==> src/rtl/cpl_ack_pkg.sv <==
package cpl_ack_pkg;
  localparam int unsigned PTR_W = 32;
  typedef logic [PTR_W-1:0] ptr_t;
endpackage

==> src/rtl/cpl_addr_dec.sv <==
module cpl_addr_dec #(
  parameter int unsigned NUM_CH  = 8,
  parameter int unsigned HOST_AW = 7
) (
  input  logic [HOST_AW-1:0] addr_i,
  output logic [NUM_CH-1:0]  sel_o
);
  localparam int unsigned IDX_W = HOST_AW - 2;
  logic [IDX_W-1:0] idx;
  logic             aligned;

  assign idx     = addr_i[HOST_AW-1:2];
  assign aligned = (addr_i[1:0] == 2'b00);

  for (genvar c = 0; c < NUM_CH; c++) begin : g_sel
    assign sel_o[c] = aligned && (idx == IDX_W'(c));
  end
endmodule

==> src/rtl/cpl_chan.sv <==
module cpl_chan
  import cpl_ack_pkg::*;
(
  input  logic clk_i,
  input  logic rst_ni,
  input  logic dma_hit_i,
  input  ptr_t dma_ptr_i,
  input  logic ack_hit_i,
  input  ptr_t ack_val_i,
  output ptr_t ptr_o,
  output logic irq_o
);
  ptr_t ptr_q;
  logic pend_q;

  always_ff @(posedge clk_i or negedge rst_ni) begin
    if (!rst_ni) begin
      ptr_q  <= '0;
      pend_q <= 1'b0;
    end else if (dma_hit_i) begin
      ptr_q  <= dma_ptr_i;
      pend_q <= 1'b1;  // DMA wins over a same-cycle acknowledge
    end else if (ack_hit_i && pend_q && (ack_val_i == ptr_q)) begin
      pend_q <= 1'b0;
    end
  end

  assign ptr_o = ptr_q;
  assign irq_o = pend_q;

  AST_UPD_SETS: assert property (@(posedge clk_i) disable iff (!rst_ni)
    dma_hit_i |=> (irq_o && ptr_o == $past(dma_ptr_i)));
  AST_ACK_NOSTORE: assert property (@(posedge clk_i) disable iff (!rst_ni)
    !dma_hit_i |=> $stable(ptr_o));
  AST_MATCH_CLEAR: assert property (@(posedge clk_i) disable iff (!rst_ni)
    (irq_o && ack_hit_i && !dma_hit_i && ack_val_i == ptr_o) |=> !irq_o);
  AST_MISMATCH_HOLD: assert property (@(posedge clk_i) disable iff (!rst_ni)
    (irq_o && ack_hit_i && ack_val_i != ptr_o) |=> irq_o);
  AST_DMA_WINS: assert property (@(posedge clk_i) disable iff (!rst_ni)
    (dma_hit_i && ack_hit_i) |=> irq_o);
  AST_IDLE_QUIET: assert property (@(posedge clk_i) disable iff (!rst_ni)
    (!irq_o && !dma_hit_i) |=> !irq_o);
endmodule

==> src/rtl/cpl_rd_mux.sv <==
module cpl_rd_mux
  import cpl_ack_pkg::*;
#(
  parameter int unsigned NUM_CH = 8
) (
  input  logic [NUM_CH-1:0] sel_i,
  input  ptr_t              ptr_i [NUM_CH],
  output ptr_t              rdata_o
);
  always_comb begin
    rdata_o = '0;
    for (int c = 0; c < NUM_CH; c++) begin
      if (sel_i[c]) rdata_o = rdata_o | ptr_i[c];
    end
  end
endmodule

==> src/rtl/cpl_ack_unit.sv <==
module cpl_ack_unit
  import cpl_ack_pkg::*;
#(
  parameter int unsigned NUM_CH  = 8,
  parameter int unsigned HOST_AW = 7,
  localparam int unsigned CH_W   = (NUM_CH > 1) ? $clog2(NUM_CH) : 1
) (
  input  logic               clk_i,
  input  logic               rst_ni,
  input  logic               dma_upd_i,
  input  logic [CH_W-1:0]    dma_ch_i,
  input  logic [PTR_W-1:0]   dma_ptr_i,
  input  logic               host_we_i,
  input  logic [HOST_AW-1:0] host_addr_i,
  input  logic [PTR_W-1:0]   host_wdata_i,
  output logic [PTR_W-1:0]   host_rdata_o,
  output logic [NUM_CH-1:0]  irq_o
);
  logic [NUM_CH-1:0] sel;
  logic [NUM_CH-1:0] dma_hit;
  logic [NUM_CH-1:0] ack_hit;
  ptr_t              ptr [NUM_CH];

  cpl_addr_dec #(.NUM_CH(NUM_CH), .HOST_AW(HOST_AW)) u_dec (
    .addr_i (host_addr_i),
    .sel_o  (sel)
  );

  for (genvar c = 0; c < NUM_CH; c++) begin : g_ch
    assign dma_hit[c] = dma_upd_i && (dma_ch_i == CH_W'(c));
    assign ack_hit[c] = host_we_i && sel[c];

    cpl_chan u_chan (
      .clk_i     (clk_i),
      .rst_ni    (rst_ni),
      .dma_hit_i (dma_hit[c]),
      .dma_ptr_i (dma_ptr_i),
      .ack_hit_i (ack_hit[c]),
      .ack_val_i (host_wdata_i),
      .ptr_o     (ptr[c]),
      .irq_o     (irq_o[c])
    );
  end

  cpl_rd_mux #(.NUM_CH(NUM_CH)) u_rd (
    .sel_i   (sel),
    .ptr_i   (ptr),
    .rdata_o (host_rdata_o)
  );

  AST_ONE_ACK: assert property (@(posedge clk_i) disable iff (!rst_ni)
    $onehot0(ack_hit));
  AST_OOR_ZERO: assert property (@(posedge clk_i) disable iff (!rst_ni)
    (host_addr_i[1:0] != 2'b00) |-> (host_rdata_o == '0));
endmodule

==> config.mk <==
export PLATFORM = sky130hd
export DESIGN_NAME = cpl_ack_unit
export DESIGN_NICKNAME = d
export VERILOG_FILES = /design/src/rtl/cpl_ack_pkg.sv /design/src/rtl/cpl_addr_dec.sv /design/src/rtl/cpl_chan.sv /design/src/rtl/cpl_rd_mux.sv /design/src/rtl/cpl_ack_unit.sv
export SDC_FILE = /design/constraint.sdc
export NUM_CORES = 1
export LEC_CHECK = 0
export BUFFER_PORTS_ARGS = -buffer_cell sky130_fd_sc_hd__buf_2
export CAP_MARGIN = 5
export CORE_AREA = 2 2 240 147
export DETAILED_ROUTE_END_ITERATION = 7
export DIE_AREA = 0 0 242 149
export GPL_ROUTABILITY_DRIVEN = 0
export SETUP_SLACK_MARGIN = 0.15
export SLEW_MARGIN = 5
export SYNTH_ARGS = -nofsm -noshare
export SYNTH_HDL_FRONTEND = slang
export SYNTH_SLANG_ARGS = --single-unit
==> constraint.sdc <==
create_clock -name clk_i -period 2.6 [get_ports clk_i]
set_input_delay 0.26 -clock clk_i [delete_from_list [all_inputs] [get_ports clk_i]]
set_output_delay 0.26 -clock clk_i [all_outputs]
set_load 0.005 [all_outputs]
==> results of run 1 <==
[state kept, by name, indices dropped and copies added (netlist names)]
signal / cells
g_ch.u_chan.irq_o: 8
g_ch.u_chan.ptr_o: 256
[metrics by stage]
stage | area (um2) | power [W] | worst slack [ns]
2_1_floorplan | 15100 | 0.00808 | 0.925
3_3_place_gp | 16300 | 0.00957 | 0.240
3_5_place_dp | 16300 | 0.00962 | 0.262
4_1_cts | 17300 | 0.0139 | 0.192
5_1_grt | 17300 | 0.0145 | 0.193
6_report | 17300 | 0.0140 | 0.235
[synthesized netlist by cell type, types with 5 or more instances]
cell type | instances | area [um2]
mux2_2 | 231 | 2600
a21oi_1 | 9 | 45.0
nand4_1 | 40 | 250
nor3_1 | 9 | 45.0
nand2_1 | 13 | 48.8
xor2_1 | 115 | 1010
xnor2_1 | 141 | 1230
nor2_1 | 34 | 128
mux4_2 | 44 | 991
dfrtp_1 | 264 | 6610
a32oi_1 | 5 | 43.8
a31oi_1 | 7 | 43.8
mux2i_1 | 32 | 320
o21ai_0 | 9 | 45.0
a22oi_1 | 10 | 75.1
nand3_1 | 10 | 50.1
buf_2 | 66 | 330
clkbuf_1 | 9 | 33.8
o32a_1 | 5 | 50.1
nor4_1 | 37 | 231
mux2_4 | 29 | 435
buf_4 | 15 | 113
[layout make-up]
type | count | area, um2
Antenna cell | 2 | 5.00
Tap cell | 467 | 584
Multi-Input combinational cell | 815 | 7970
Clock inverter | 7 | 135
Timing Repair Buffer | 167 | 1170
Clock buffer | 42 | 812
Inverter | 4 | 15.0
Fill cell | 3071 | 16900
Sequential cell | 264 | 6610
[critical path: stages]
cell	delay, ns
buf_2	0.11
or4_2	1.01
a211oi_1	0.50
buf_2	0.21
[power by group]
| group | switching, W | internal (W) |
|---|---|---|
| registers | 0.000940 | 0.00500 |
| clock network | 0.00172 | 0.00253 |
| logic | 0.00191 | 0.00186 |
[repair_timing]
item                                    in CTS  in global routing
hold buffers                                 1                  0
hold endpoints to repair                    70                  0
setup buffers                                0                  1
gates resized for setup                      1                  1
endpoints found under the setup margin       1                  1
[path summary, 6_finish.rpt]
check	from	end	slack, ns	cells past startpoint
worst max-delay path	host_addr_i[6]	host_rdata_o[15]	0.24	4
worst min-delay path	dma_ptr_i[23]	g_ch[1].u_chan.ptr_o[23]	0.04	2
worst max register to register	g_ch[4].u_chan.ptr_o[18]	g_ch[4].u_chan.irq_o	0.24	5
worst min register to register	g_ch[5].u_chan.ptr_o[19]	g_ch[5].u_chan.ptr_o[19]	0.55	1
max in group asynchronous	rst_ni	g_ch[1].u_chan.ptr_o[13]	1.46	3
min in group asynchronous	rst_ni	g_ch[2].u_chan.ptr_o[30]	0.33	2
[logic make-up after synthesis]
kind of cell / Yosys count / synth area share [%]
multiplexers: 337 / 28.9
flip-flops: 264 / 43.8
XOR/XNOR: 256 / 14.8
AND/OR/NAND/NOR: 163 / 6.11
buffers and inverters: 102 / 3.65
AO/OA/AOI/OAI: 59 / 2.77
[layer usage]
layer / up-vias / track usage (%) / share of wire [%]
met5: - / 0 / 0
met4: 0 / 6.17 / 2.3
met3: 88 / 9.88 / 12
met1: 5669 / 46.0 / 46
li1: 4441 / - / -
met2: 566 / 41.8 / 40
==> flow_summary.yaml, run 1 <==
clock_network:
  numCtsBuffers: 27
  path_clk_slew_ns: 0.07
  h-tree-depth: 1
  clock_sinks: 264
  cts_tree: "done"
  cts-root-buf: "clkbuf_16"
  insertion_delay_ns: 0.57
  max-clock-path-buffers: 3
synth:
  synthFlopType: "dfrtp_1"
  syn_inst: 1181
  ys_seq_area_share_pct: 43.8
  synth_edf_count: 0
  syn_area_um2: 15100
  synthesis.nets: 1259
  ys_warn_count: 0
  async_flop_share_pct: 100
  synth_seq_cells: 264
  yosysUniqueCellTypes: 45
  avgSynthCellArea_um2: 12.8
die:
  rows: 53
  io_pins: 118
  dieArea_um2: 36100
  die_x_um: 242
  coreArea_um2: 34200
  start_util_pct: 44.1
  die_y_um: 149
worst_hold_path:
  hold_path_class: "in -> reg"
drt:
  drtPass1Iterations: 5
  route.vias.total: 10764
  drt_iter0_drc: 1275
  viasPerCell: 6.09
  drcViolationCount: 0
  totalWireLength_mm: 53.9
  wl_per_cell_um: 30.5
  drt.antenna.violating_nets: 0
worst_setup_path:
  crit_fanout: 17
  end_kind: "primary output"
  crit_path_start_kind: "primary input"
  path_class: "in -> out"
  required_ns: 2.34
  arrival_ns: 2.10
power:
  ir_drop_uv: 633
  power.density_nw_per_um2: 807
  p_leak_nw: 7.22
final_layout:
  fin_nets: 1357
  final_util_pct: 50.5
  drive_gt1_share_pct: 40.2
  layout_common_cells: "dfrtp_1, mux2_2, xnor2_1"
  syn_to_final_growth_pct: 14.5
  stdcell_count: 1768
  final_common_cell: "dfrtp_1"
timing:
  max_freq_ghz: 0.423
  relSlewSlack_pct: 43.3
  drv_slew: 0
  min_period_ns: 2.36
  fin_skew_ns: 0.0223
  finalSetupViolCount: 0
  hold_viol: 0
  hold_slack_ns: 0.0368
  rsz0062_at_grt: "false"
  worstMarginPinSlew_ns: 0.842
  setup-tns-final_ns: 0
  fin_crit_sh_pct: 91.0
outcome:
  status: "finished clean"
global_routing:
  grt_pass1_wl_mm: 78.7
  antenna_found_initial: 1
  first_global_vias: 10743
  grt_use_total_pct: 30.3
  grt_max_degree: 80
  grt.overflow.total: 0
flow_run:
  cap_violations: 0
placement:
  io_buffers: 117
  hpwl_mm: 39.6
  dp_cells: 1715
Power figures use the tool's default switching activity.
==> run 2: changes to the inputs <==
==> constraint.sdc (replaced) <==
create_clock -name clk_i -period 2.6 [get_ports clk_i]
set_input_delay 0.26 -clock clk_i [delete_from_list [all_inputs] [get_ports clk_i]]
set_output_delay 0.26 -clock clk_i [all_outputs]
set_load 0.01 [all_outputs]
==> run 2 against run 1 <==
Combinational power is essentially flat. Hold slack worse by 0.011 ns. Clock power shrank 6.8%. Critical path type unchanged.
==> flow_summary.yaml, run 2 (synthesis gave the netlist of run 1 again) <==
worst_setup_path:
  arrival_ns: 2.15
  timing.rr.end: "g_ch[4].u_chan.irq_o"
  worstPathCellList: "buf_4 -> nor2b_1 -> buf_4 -> nand2_1 -> o21ai_0 -> o21ai_0 -> a21oi_1 -> buf_2"
  crit_path_start_kind: "primary input"
  required_ns: 2.34
  reg2reg_depth: 5
  end_kind: "primary output"
  crit_fanout: 26
  r2r_slack_ns: 0.35
  path_buf_inv: 3
  path_class: "in -> out"
  slowest_delay_ns: 0.44
  critPathSlowestCell: "nor2b_1"
  worstReg2RegStart: "g_ch[4].u_chan.ptr_o[18]"
  crit_family: "buffers and inverters"
  startpoint: "host_addr_i[2]"
die:
  io_pins: 118
  rows: 53
  start_util_pct: 44.1
  coreArea_um2: 34200
  dieArea_um2: 36100
  die_y_um: 149
  die_x_um: 242
timing:
  fin_crit_sh_pct: 92.8
  hold_viol: 0
  hold_slack_ns: 0.0262
  min_period_ns: 2.41
  drv_slew: 0
  relSlewSlack_pct: 33.5
  worstMarginPinSlew_ns: 0.988
  max_freq_ghz: 0.414
  rsz0062_at_grt: "false"
  setup-tns-final_ns: 0
  finalSetupViolCount: 0
  fin_skew_ns: 0.0157
worst_hold_path:
  min-delay-start: "dma_ptr_i[18]"
  hold_path_class: "in -> reg"
  hold_path_end: "g_ch[6].u_chan.ptr_o[18]"
  hold_depth: 2
global_routing:
  antenna_found_initial: 7
  grt_max_degree: 67
  grt_pass1_wl_mm: 76.5
  grt_use_total_pct: 29.7
  first_global_vias: 10515
  grt.overflow.total: 0
clock_network:
  path_clk_slew_ns: 0.06
  insertion_delay_ns: 0.57
  numCtsBuffers: 27
  max-clock-path-buffers: 3
  h-tree-depth: 1
  cts-root-buf: "clkbuf_16"
  clock_sinks: 264
  cts_tree: "done"
flow_run:
  cap_violations: 0
power:
  power.density_nw_per_um2: 798
  p_leak_nw: 7.15
  ir_drop_uv: 522
  p_total_w: 0.0137
drt:
  wl_per_cell_um: 30.3
  drt.antenna.violating_nets: 0
  totalWireLength_mm: 53.6
  drtPass1Iterations: 5
  drcViolationCount: 0
  viasPerCell: 6.02
  route.vias.total: 10628
  drt_iter0_drc: 977
final_layout:
  syn_to_final_growth_pct: 13.5
  fin_area_um2: 17100
  drive_gt1_share_pct: 40.1
  fin_nets: 1354
  final_common_cell: "dfrtp_1"
  final_util_pct: 50.1
  layout_common_cells: "dfrtp_1, mux2_2, xnor2_1"
  largest_reg_flops: 256
outcome:
  status: "finished clean"
placement:
  io_buffers: 117
  placed_area_um2: 16200
  hpwl_mm: 39.0
## run 2: cell types whose count changed in the layout (fill, tap and decap cells not counted), sizes merged
cell | previous run | this run
clkinvlp | 0 | 1
buf | 166 | 163
bufinv | 4 | 1
clkbuf | 42 | 41
inv | 4 | 5
diode | 2 | 3
clkinv | 3 | 5
## run 2: area by class of cell
type | instances | area [um2]
Fill cell | 3082 | 17100
Multi-Input combinational cell | 815 | 7970
Sequential cell | 264 | 6610
Timing Repair Buffer | 164 | 1080
Clock buffer | 41 | 798
Tap cell | 467 | 584
Clock inverter | 8 | 75.1
Inverter | 4 | 15.0
Antenna cell | 3 | 7.51
## run 2: worst max-delay path by stage
stage	endpoint	slack, ns	cells past startpoint
2_1_floorplan	host_rdata_o[27]	0.90	6
3_3_place_gp	host_rdata_o[15]	0.24	5
3_5_place_dp	g_ch[4].u_chan.irq_o	0.26	6
4_1_cts	host_rdata_o[19]	0.21	6
5_1_grt	host_rdata_o[19]	0.15	6
6_report	host_rdata_o[10]	0.19	8
## run 2: layer usage
layer  part of all wire, %  track usage, %  wire [um]
met1                    44            42.6      23700
met2                    40            40.6      21400
met3                    13            13.4       6990
met4                   2.8            7.44       1490
met5                 0.062               0         33
## run 2: metrics by stage
step	std cells	setup slack, ns
2_1_floorplan	1181	0.905
4_1_cts	1762	0.212
6_report	1766	0.187
3_5_place_dp	1712	0.257
5_1_grt	1764	0.153
3_3_place_gp	1712	0.243
## run 2: power by group
| part | internal (W) | leakage (nW) | switching (W) |
|---|---|---|---|
| combinational | 0.00185 | 3.58 | 0.00193 |
| clock | 0.00221 | 0.430 | 0.00175 |
| sequential | 0.00500 | 3.14 | 0.000931 |
## run 2: repair_timing
item                                    in CTS  in global routing
gates resized for setup                      1                  2
pin swaps                                    0                  1
setup buffers                                0                  1
hold buffers                                 1                  0
hold endpoints to repair                    61                  0
endpoints found under the setup margin       1                  2
==> run 3: changes to the inputs <==
--- a/config.mk
+++ b/config.mk
@@ -5,11 +5,12 @@
 export SDC_FILE = /design/constraint.sdc
 export NUM_CORES = 1
 export LEC_CHECK = 0
+export ABC_AREA = 1
 export BUFFER_PORTS_ARGS = -buffer_cell sky130_fd_sc_hd__buf_2
 export CAP_MARGIN = 5
-export CORE_AREA = 2 2 240 147
+export CORE_AREA = 2 2 244 150
 export DETAILED_ROUTE_END_ITERATION = 7
-export DIE_AREA = 0 0 242 149
+export DIE_AREA = 0 0 246 152
 export GPL_ROUTABILITY_DRIVEN = 0
 export SETUP_SLACK_MARGIN = 0.15
 export SLEW_MARGIN = 5
==> run 3 against run 2 <==
Power is 5.9% lower. Synthesized area is 3.0% higher. Via count is 48% higher. Global-route usage is 2.1 points higher. Setup slack better by 0.15 ns. Cell count is 65% higher. Synthesized cell count is 96% higher. Combinational power is 26% lower. Critical endpoint is now host_rdata_o[16]. Highest routed layer unchanged.
==> flow_summary.yaml, run 3 <==
outcome:
  status: "finished clean"
synth:
  synth_top_area_share_pct: 42.5
  ys_seq_area_share_pct: 42.5
  async_flop_share_pct: 100
  syn_area_um2: 15600
  synth_commonest_cells: "nand2_1, o21ai_0, inv_1"
  synth_top_cell_by_area: "dfrtp_1"
  yosysUniqueCellTypes: 28
  synth_edf_count: 0
  syn_inst: 2315
  avgSynthCellArea_um2: 6.72
  synthFlopType: "dfrtp_1"
  synth_most_common_cell: "nand2_1"
  synthTopCellsByArea: "dfrtp_1, nand2_1, o21ai_0"
  synth_seq_cells: 264
  synthesis.nets: 2393
  ys_warn_count: 0
drt:
  wl_per_cell_um: 20.5
  drcViolationCount: 0
  drt_iter0_drc: 1936
  met2WireLength_mm: 23.2
  top_layer: "met5"
  viasPerCell: 5.40
  drt.antenna.violating_nets: 0
  wl_met1_mm: 26.5
  drtPass1Iterations: 6
  totalWireLength_mm: 59.5
  route.vias.total: 15695
  wl_met3_mm: 8.07
global_routing:
  grt.overflow.total: 0
  grt_use_total_pct: 31.8
  grt_pass1_wl_mm: 89.2
  grt_max_degree: 66
  antenna_found_initial: 2
  first_global_vias: 14405
die:
  io_pins: 118
  die_x_um: 246
  die_y_um: 152
  start_util_pct: 43.9
  rows: 54
  coreArea_um2: 35500
  dieArea_um2: 37400
clock_network:
  max-clock-path-buffers: 3
  cts_tree: "done"
  clock_sinks: 264
  numCtsBuffers: 28
  postCtsSetupBuffers: 0
  cts-root-buf: "clkbuf_16"
  insertion_delay_ns: 0.58
  path_clk_slew_ns: 0.07
  h-tree-depth: 1
final_layout:
  final_common_cell: "nand2_1"
  layout_common_cells: "nand2_1, o21ai_0, inv_1"
  largest_reg_flops: 256
  fin_nets: 2485
  drive_gt1_share_pct: 9.06
  syn_to_final_growth_pct: 14.8
timing:
  min_period_ns: 2.27
  fin_skew_ns: 0.0211
  max_freq_ghz: 0.441
  finalSetupViolCount: 0
  worstMarginPinSlew_ns: 0.758
  hold_viol: 0
  fin_crit_sh_pct: 87.2
  setup_ws_ns: 0.332
  hold_slack_ns: 0.0504
  drv_slew: 0
  rsz0062_at_grt: "false"
  relSlewSlack_pct: 49.3
  setup-tns-final_ns: 0
flow_run:
  cap_violations: 0
worst_hold_path:
  min-delay-start: "dma_ptr_i[28]"
  hold_path_end: "g_ch[5].u_chan.ptr_o[28]"
  hold_path_class: "in -> reg"
  hold_depth: 3
worst_setup_path:
  end_kind: "primary output"
  required_ns: 2.34
  crit_fanout: 18
  arrival_ns: 2.01
  path_class: "in -> out"
  reg2reg_depth: 8
  worstReg2RegStart: "g_ch[2].u_chan.ptr_o[18]"
  r2r_slack_ns: 0.76
  timing.rr.end: "g_ch[2].u_chan.irq_o"
  crit_path_start_kind: "primary input"
placement:
  hpwl_mm: 42.5
  io_buffers: 117
  pre_cts_ws_ns: 0.443
power:
  p_leak_nw: 9.25
  power.density_nw_per_um2: 721
  ir_drop_uv: 566
## run 3: per-layer routing
metal	up-vias	global-route usage, %
li1	7346	-
met1	7347	48.4
met2	887	42.7
met3	113	10.2
met4	2	8.57
met5	-	0
## run 3: repair_timing
item,CTS,global route
hold buffers,28,0
resized for setup,0,0
hold endpoints to repair,72,0
## run 3: where the power goes
group / internal, W / switching, W / leakage, nW
Clock: 0.00265 / 0.00182 / 0.502
Sequential: 0.00487 / 0.000716 / 3.28
Combinational: 0.000971 / 0.00184 / 5.46
Total: 0.00850 / 0.00437 / 9.25
## run 3: cell type report
cell class | count | area, um2
diodes | 1 | 2.50
clock buffers | 40 | 847
clock inverters | 12 | 163
fillers | 3636 | 17600
inverters | 298 | 1120
multi-input cells | 1641 | 7310
flip-flops and latches | 264 | 6610
well taps | 476 | 596
repair buffers | 174 | 1210
## run 3: logic make-up (layout without fill, tap and decap cells)
kind of cell	after synthesis	after routing	synth area share, %
simple gates	1155	1155	29.0
other cells	0	1	0
buf+inv	410	524	10.7
flops	264	264	42.5
compound gates	416	416	13.9
xor+xnor	70	70	3.94
## run 3: critical path: stages
cell and delay [ns]:
buf_2 0.10, nor2_2 0.12, nand2_2 0.13, nor2_1 0.18
nand2_2 0.45, o21ai_0 0.38, a21oi_1 0.07, nand4_1 0.13
buf_2 0.16
## run 3: worst max-delay path by stage
stage               slack [ns]  depth (start not counted)          endpoint           start
finish                    0.33                          9  host_rdata_o[16]  host_addr_i[1]
global route              0.34                          9  host_rdata_o[16]  host_addr_i[1]
CTS                       0.44                          9  host_rdata_o[16]  host_addr_i[1]
detailed placement        0.44                          9  host_rdata_o[16]  host_addr_i[1]
global placement          0.50                          9  host_rdata_o[16]  host_addr_i[1]
floorplan                 1.11                          8  host_rdata_o[21]  host_addr_i[5]
## run 3: metrics by stage
step | util [%] | instances | area [um2] | total power, W
floorplan | - | 2315 | 15600 | 0.00725
global placement | 46.7 | 2825 | 16600 | 0.00826
detailed placement | 46.7 | 2825 | 16600 | 0.00833
CTS | 50.3 | 2905 | 17900 | 0.0128
global route | 50.3 | 2906 | 17900 | 0.0136
finish | 50.3 | 2906 | 17900 | 0.0129
